**config.mk**
```make
export PLATFORM = sky130hd
export DESIGN_NAME = adc_conv_seq
export DESIGN_NICKNAME = d
export VERILOG_FILES = /design/src/rtl/adc_conv_seq_pkg.sv /design/src/rtl/adc_conv_seq_ctrl.sv /design/src/rtl/adc_conv_seq_dp.sv /design/src/rtl/adc_conv_seq.sv
export SDC_FILE = /design/constraint.sdc
export NUM_CORES = 1
export LEC_CHECK = 0
export BUFFER_PORTS_ARGS = -buffer_cell sky130_fd_sc_hd__buf_4
export CORE_ASPECT_RATIO = 1.5
export CORE_MARGIN = 1
export CORE_UTILIZATION = 57
export CTS_BUF_LIST = sky130_fd_sc_hd__clkbuf_4 sky130_fd_sc_hd__clkbuf_8
export DETAILED_ROUTE_END_ITERATION = 12
export PLACE_DENSITY_LB_ADDON = 0.05
export SYNTH_ARGS = -nofsm -noshare
export SYNTH_HDL_FRONTEND = slang
export SYNTH_SLANG_ARGS = --single-unit
```
**constraint.sdc**
```tcl
create_clock -name clk -period 3.9 [get_ports clk]
set_input_delay 0.78 -clock clk [delete_from_list [all_inputs] [get_ports clk]]
set_output_delay 0.78 -clock clk [all_outputs]
set_load 0.02 [all_outputs]
```
**src/rtl/adc_conv_seq_pkg.sv**
```systemverilog
package adc_conv_seq_pkg;

  localparam int CH_W = 3;

  typedef enum logic [1:0] {
    MODE_SINGLE,
    MODE_SCAN4,
    MODE_SCAN8,
    MODE_DIFF
  } convMode_t;

  typedef struct packed {
    logic load;
    logic capture;
    logic emitLo;
  } seqStrb_t;

  typedef struct packed {
    convMode_t       mode;
    logic [CH_W-1:0] chan;
  } cmdDec_t;

  function automatic logic cmdIsValid(input logic [7:0] b);
    case (b[7:5])
      3'b000, 3'b001, 3'b011: cmdIsValid = 1'b1;
      3'b100:                 cmdIsValid = b[2];
      default:                cmdIsValid = 1'b0;
    endcase
  endfunction

  function automatic cmdDec_t decodeCmd(input logic [7:0] b);
    cmdDec_t d;
    d.mode = MODE_SINGLE;
    d.chan = b[CH_W-1:0];
    case (b[7:5])
      3'b001: begin d.mode = MODE_SCAN4; d.chan = '0; end
      3'b011: begin d.mode = MODE_SCAN8; d.chan = '0; end
      3'b100: begin d.mode = MODE_DIFF;  d.chan = {1'b1, b[1:0]}; end
      default: ;
    endcase
    return d;
  endfunction

endpackage

```
**src/rtl/adc_conv_seq_ctrl.sv**
```systemverilog
module adc_conv_seq_ctrl
  import adc_conv_seq_pkg::*;
(
  input  logic     clk,
  input  logic     rstN,
  input  logic     cmdOk,
  input  logic     cmdLoad,
  input  logic     rdReq,
  input  logic     hostStop,
  input  logic     adcDone,
  output logic     adcStart,
  output seqStrb_t strb
);

  typedef enum logic [1:0] {S_IDLE, S_CONV, S_HAVELO, S_DRAIN} seqState_t;

  seqState_t state, stateNxt;
  logic      loadOk, abortReq, startNxt;

  always_comb begin
    loadOk       = cmdLoad & cmdOk;
    abortReq     = hostStop | loadOk;
    strb.load    = loadOk;
    strb.capture = (state == S_CONV) & adcDone & ~abortReq;
    strb.emitLo  = (state == S_HAVELO) & rdReq & ~abortReq;
    startNxt     = (state == S_IDLE) & rdReq & ~abortReq;
  end

  always_comb begin
    stateNxt = state;
    case (state)
      S_IDLE:   if (startNxt) stateNxt = S_CONV;
      S_CONV: begin
        if (abortReq)     stateNxt = adcDone ? S_IDLE : S_DRAIN;
        else if (adcDone) stateNxt = S_HAVELO;
      end
      S_HAVELO: if (abortReq | rdReq) stateNxt = S_IDLE;
      S_DRAIN:  if (adcDone) stateNxt = S_IDLE;
      default:  stateNxt = S_IDLE;
    endcase
  end

  always_ff @(posedge clk) begin
    if (!rstN) begin
      state    <= S_IDLE;
      adcStart <= 1'b0;
    end else begin
      state    <= stateNxt;
      adcStart <= startNxt;
    end
  end

  // the start is a single-cycle pulse
  p_start_pulse_r2: assert property (@(posedge clk) disable iff (!rstN)
    adcStart |=> !adcStart);

  // a start always follows a read request
  p_start_after_req_r2: assert property (@(posedge clk) disable iff (!rstN)
    adcStart |-> $past(rdReq));

  // no start while a discarded conversion drains
  p_drain_no_start_r12: assert property (@(posedge clk) disable iff (!rstN)
    (state == S_DRAIN) |=> !adcStart);

  // a done that meets a stop never leads to a captured result
  p_stop_done_idle_r11: assert property (@(posedge clk) disable iff (!rstN)
    (state == S_CONV && hostStop && adcDone) |=> (state == S_IDLE));

endmodule

```
**src/rtl/adc_conv_seq_dp.sv**
```systemverilog
module adc_conv_seq_dp
  import adc_conv_seq_pkg::*;
#(
  parameter int RES_W      = 10,
  parameter int BYTE_W     = 8,
  parameter int SCAN_SHORT = 4
) (
  input  logic              clk,
  input  logic              rstN,
  input  seqStrb_t          strb,
  input  logic [7:0]        cmdByte,
  input  logic [RES_W-1:0]  adcResult,
  output logic [CH_W-1:0]   muxSel,
  output logic              diffMode,
  output logic [BYTE_W-1:0] rdData,
  output logic              rdValid
);

  localparam int HI_W   = RES_W - BYTE_W;
  localparam int NUM_CH = 1 << CH_W;

  convMode_t         mode;
  logic [CH_W-1:0]   chPtr, chNext;
  logic [BYTE_W-1:0] loByte;
  cmdDec_t           dec;

  assign dec = decodeCmd(cmdByte);

  always_comb begin
    chNext = chPtr;
    case (mode)
      MODE_SCAN4: chNext = (chPtr == CH_W'(SCAN_SHORT - 1)) ? '0 : chPtr + 1'b1;
      MODE_SCAN8: chNext = (chPtr == CH_W'(NUM_CH - 1)) ? '0 : chPtr + 1'b1;
      default:    chNext = chPtr;
    endcase
  end

  always_ff @(posedge clk) begin
    if (!rstN) begin
      mode     <= MODE_SINGLE;
      chPtr    <= '0;
      diffMode <= 1'b0;
      loByte   <= '0;
      rdData   <= '0;
      rdValid  <= 1'b0;
    end else begin
      rdValid <= strb.capture | strb.emitLo;
      if (strb.load) begin
        mode     <= dec.mode;
        chPtr    <= dec.chan;
        diffMode <= (dec.mode == MODE_DIFF);
      end else if (strb.capture) begin
        chPtr  <= chNext;
        loByte <= adcResult[BYTE_W-1:0];
        rdData <= {{(BYTE_W-HI_W){1'b0}}, adcResult[RES_W-1:BYTE_W]};
      end else if (strb.emitLo) begin
        rdData <= loByte;
      end
    end
  end

  assign muxSel = chPtr;

  // the first byte of a result carries only the top bits
  p_hi_byte_r3: assert property (@(posedge clk) disable iff (!rstN)
    strb.capture |=> (rdValid && rdData[BYTE_W-1:HI_W] == '0));

  // the short scan never leaves the lower channels
  p_scan4_range_r5: assert property (@(posedge clk) disable iff (!rstN)
    (mode == MODE_SCAN4) |-> (chPtr < CH_W'(SCAN_SHORT)));

  // differential always pairs with an upper channel
  p_diff_upper_r7: assert property (@(posedge clk) disable iff (!rstN)
    diffMode |-> muxSel[CH_W-1]);

  // fixed-channel modes hold the channel across a capture
  p_fixed_hold_r4: assert property (@(posedge clk) disable iff (!rstN)
    (strb.capture && (mode == MODE_SINGLE || mode == MODE_DIFF)) |=> $stable(muxSel));

endmodule

```
**src/rtl/adc_conv_seq.sv**
```systemverilog
module adc_conv_seq
  import adc_conv_seq_pkg::*;
#(
  parameter int RES_W      = 10,
  parameter int BYTE_W     = 8,
  parameter int SCAN_SHORT = 4
) (
  input  logic              clk,
  input  logic              rstN,
  input  logic [7:0]        cmdByte,
  input  logic              cmdLoad,
  input  logic              rdReq,
  input  logic              hostStop,
  input  logic              adcDone,
  input  logic [RES_W-1:0]  adcResult,
  output logic              adcStart,
  output logic [CH_W-1:0]   muxSel,
  output logic              diffMode,
  output logic [BYTE_W-1:0] rdData,
  output logic              rdValid
);

  seqStrb_t strb;
  logic     cmdOk;

  assign cmdOk = cmdIsValid(cmdByte);

  adc_conv_seq_ctrl u_ctrl (
    .clk      (clk),
    .rstN     (rstN),
    .cmdOk    (cmdOk),
    .cmdLoad  (cmdLoad),
    .rdReq    (rdReq),
    .hostStop (hostStop),
    .adcDone  (adcDone),
    .adcStart (adcStart),
    .strb     (strb)
  );

  adc_conv_seq_dp #(
    .RES_W      (RES_W),
    .BYTE_W     (BYTE_W),
    .SCAN_SHORT (SCAN_SHORT)
  ) u_dp (
    .clk       (clk),
    .rstN      (rstN),
    .strb      (strb),
    .cmdByte   (cmdByte),
    .adcResult (adcResult),
    .muxSel    (muxSel),
    .diffMode  (diffMode),
    .rdData    (rdData),
    .rdValid   (rdValid)
  );

  // a stop cycle is never followed by a result byte
  p_stop_no_result_r10: assert property (@(posedge clk) disable iff (!rstN)
    hostStop |=> !rdValid);

  // a rejected command load leaves the channel alone
  p_bad_cmd_hold_r8: assert property (@(posedge clk) disable iff (!rstN)
    (cmdLoad && !cmdOk && !rdValid) |=> $stable(muxSel) && $stable(diffMode));

endmodule

```
==> results.py <==
metrics = {
    "clocking": {
        "cts_tree": "built",
        "clockBufferDepth": 2,
        "post_cts_buffers": 0,
        "cts_made_buffers": 3,
        "hold_buffers": 0,
        "cts.sinks": 26,
        "worstSkewPairLatency_ps": 330,
        "clkTransAtPathRegs_ps": 140,
        "cts_htree_levels": 1,
        "cts_root_buf": "clkbuf_4",
        "ctsResizeCount": 0,
    },
    "power": {
        "ir_worst_vdd_mv": 0.210,
        "p_per_area_mw_per_mm2": 311,
        "fin_total_pwr_mw": 0.492,
        "power.leakage_nw": 0.641,
    },
    "logic_synthesis": {
        "async_flop_share": 0,
        "synthMostInstantiatedCell": "dfxtp_1",
        "synth_area_leader_cell": "dfxtp_1",
        "syn_area_mm2": 0.00131,
        "synth_ff_type": "dfxtp_1",
        "yosysUniqueCellTypes": 45,
        "synth_common_cells": "dfxtp_1, nand3_1, a21oi_1, nand2_1",
        "ys_seq_area_frac": 0.397,
        "synth_top_area_frac": 0.397,
        "syn-num-nets": 173,
        "avgSynthCellArea_um2": 9.03,
        "postSynthCellCount": 145,
        "netlist_top_cells_area": "dfxtp_1, mux2i_1, nand3_1, a21oi_1, ha_1",
        "ys_warn_count": 0,
        "synth-edff-count": 0,
        "ys_seq_elements": 26,
    },
    "detailed_routing": {
        "dr.pass1.iters": 4,
        "postRouteAntennaNets": 0,
        "vias": 1150,
        "drtIter0Drc": 54,
        "viasPerCell": 5.84,
        "drc_errors": 0,
        "avgRoutedWirePerCell_um": 13.9,
        "totalWireLength_um": 2730,
    },
    "floorplanning": {
        "fp.dieArea_mm2": 0.00250,
        "die_w_um": 41.1,
        "die_y_um": 60.7,
        "core_area_mm2": 0.00210,
        "ios": 38,
        "start_util": 0.623,
        "rows": 20,
    },
    "global_route": {
        "grt_max_degree": 20,
        "grt_overflow_total": 0,
        "grtUsageTotal": 0.237,
        "grt_pass1_wl_um": 4050,
        "antenna_found_initial": 0,
        "grt_pass1_vias": 997,
    },
    "critical_path": {
        "setup.worst_path.end_class": "flop",
        "critPathArrivalTime_ps": 2170,
        "endpoint": "u_dp.rdData[1]",
        "r2r-start": "u_ctrl.state[0]",
        "crit_path_max_fanout": 15,
        "reg2regPathDepth": 4,
        "startpoint_type": "primary input",
        "cp-startpoint": "cmdByte[5]",
        "timing.rr.end": "u_dp.muxSel[0]",
        "r2r_slack_ps": 2370,
        "path_class": "primary input to flop",
        "cp.required_ps": 4170,
    },
    "timing": {
        "period_needed_ps": 1900,
        "slew_headroom": 0.526,
        "fmax_ghz": 0.525,
        "worstMarginPinSlew_ps": 708,
        "hold_viol": 0,
        "slew_violations": 0,
        "period_share": 0.488,
        "rsz0062_at_grt": "no",
        "skew_ps": 6.79,
        "setup_violations": 0,
        "setup_tns_ps": 0,
        "holdWs_ps": 466,
        "layout_setup_ws_ps": 2000,
    },
    "layout": {
        "antenna_cells": 0,
        "synthToLayoutAreaGrowth_pct": 20.6,
        "drive_above_1_share": 0.280,
        "nets": 204,
    },
    "flow_run": {
        "drv_cap": 0,
    },
    "run_status": {
        "outcome": "completed",
    },
    "place": {
        "port-buffer-count": 35,
        "place_ws_ps": 1630,
        "dp_hpwl_um": 2030,
        "place.gp.congestion": 0.732,
    },
    "hold_path": {
        "hp-class": "flop to flop",
    },
}
-- sequential cells by signal, summed over array words and instances, names as in the netlist --
register         flops
u_dp.loByte          8
u_dp.rdValid         1
u_ctrl.adcStart      1
u_dp.diffMode        1
u_dp.mode            2
u_dp.rdData          8
u_ctrl.state         2
u_dp.muxSel          3
-- cell type report --
class	instances	area, µm²
multi-input cells	106	718
repair buffers	35	263
fillers	156	522
inverters	4	15.0
well taps	22	27.5
flip-flops and latches	26	520
clock buffers	4	36.3
-- critical path, stage by stage --
cell      delay (ps)
buf_4            130
nand2b_4         150
a211oi_4         640
or3_1            280
mux2i_1          190
-- cells by family after synthesis --
family                   after synthesis  share of synthesized area
AND/OR/NAND/NOR                       54                      0.238
AO/OA/AOI/OAI                         35                      0.173
flip-flops                            26                      0.397
buffers and inverters                 13                     0.0544
multiplexers                          11                     0.0860
adder cells (fa/ha/maj)                4                     0.0382
XOR/XNOR                               2                     0.0134
-- cells in the final DEF, fill, tap and decap left out, types with 3 or more instances in the layout --
cell type,instances
nand3_1,15
a21oi_1,13
buf_4,35
mux2i_1,9
nor2_1,6
clkbuf_4,3
inv_1,3
o21ai_1,9
nand2_1,13
dfxtp_1,26
ha_1,4
-- worst min path at each step --
stage | cells after the start | from | endpoint
after floorplan | 2 | u_dp.loByte[2] | u_dp.rdData[2]
after global placement | 2 | u_dp.rdData[6] | u_dp.rdData[6]
after detailed placement | 2 | u_dp.rdData[6] | u_dp.rdData[6]
after CTS | 2 | u_dp.diffMode | u_dp.diffMode
after global routing | 2 | u_dp.diffMode | u_dp.diffMode
final | 2 | u_dp.diffMode | u_dp.diffMode
-- metrics by stage --
| stage | std cells | instance area, µm² | utilization |
|---|---|---|---|
| floorplan | 145 | 1310 | - |
| global placement | 193 | 1540 | 0.735 |
| detailed placement | 193 | 1540 | 0.735 |
| CTS | 197 | 1580 | 0.752 |
| global route | 197 | 1580 | 0.752 |
| finish | 197 | 1580 | 0.752 |
-- routing by layer --
metal | global-route usage | vias up | part of all wire
met5 | 0 | - | 0
met4 | 0.0829 | 0 | 0.014
met3 | 0.0549 | 5 | 0.035
met2 | 0.429 | 28 | 0.54
met1 | 0.253 | 539 | 0.41
li1 | - | 578 | -
-- report_power, final --
| part | switching (mW) | internal, mW | total (mW) |
|---|---|---|---|
| Combinational | 0.0396 | 0.0348 | 0.0744 |
| Sequential | 0.00564 | 0.272 | 0.277 |
| Clock | 0.0829 | 0.0572 | 0.140 |
(Power assumes the default switching activity.)
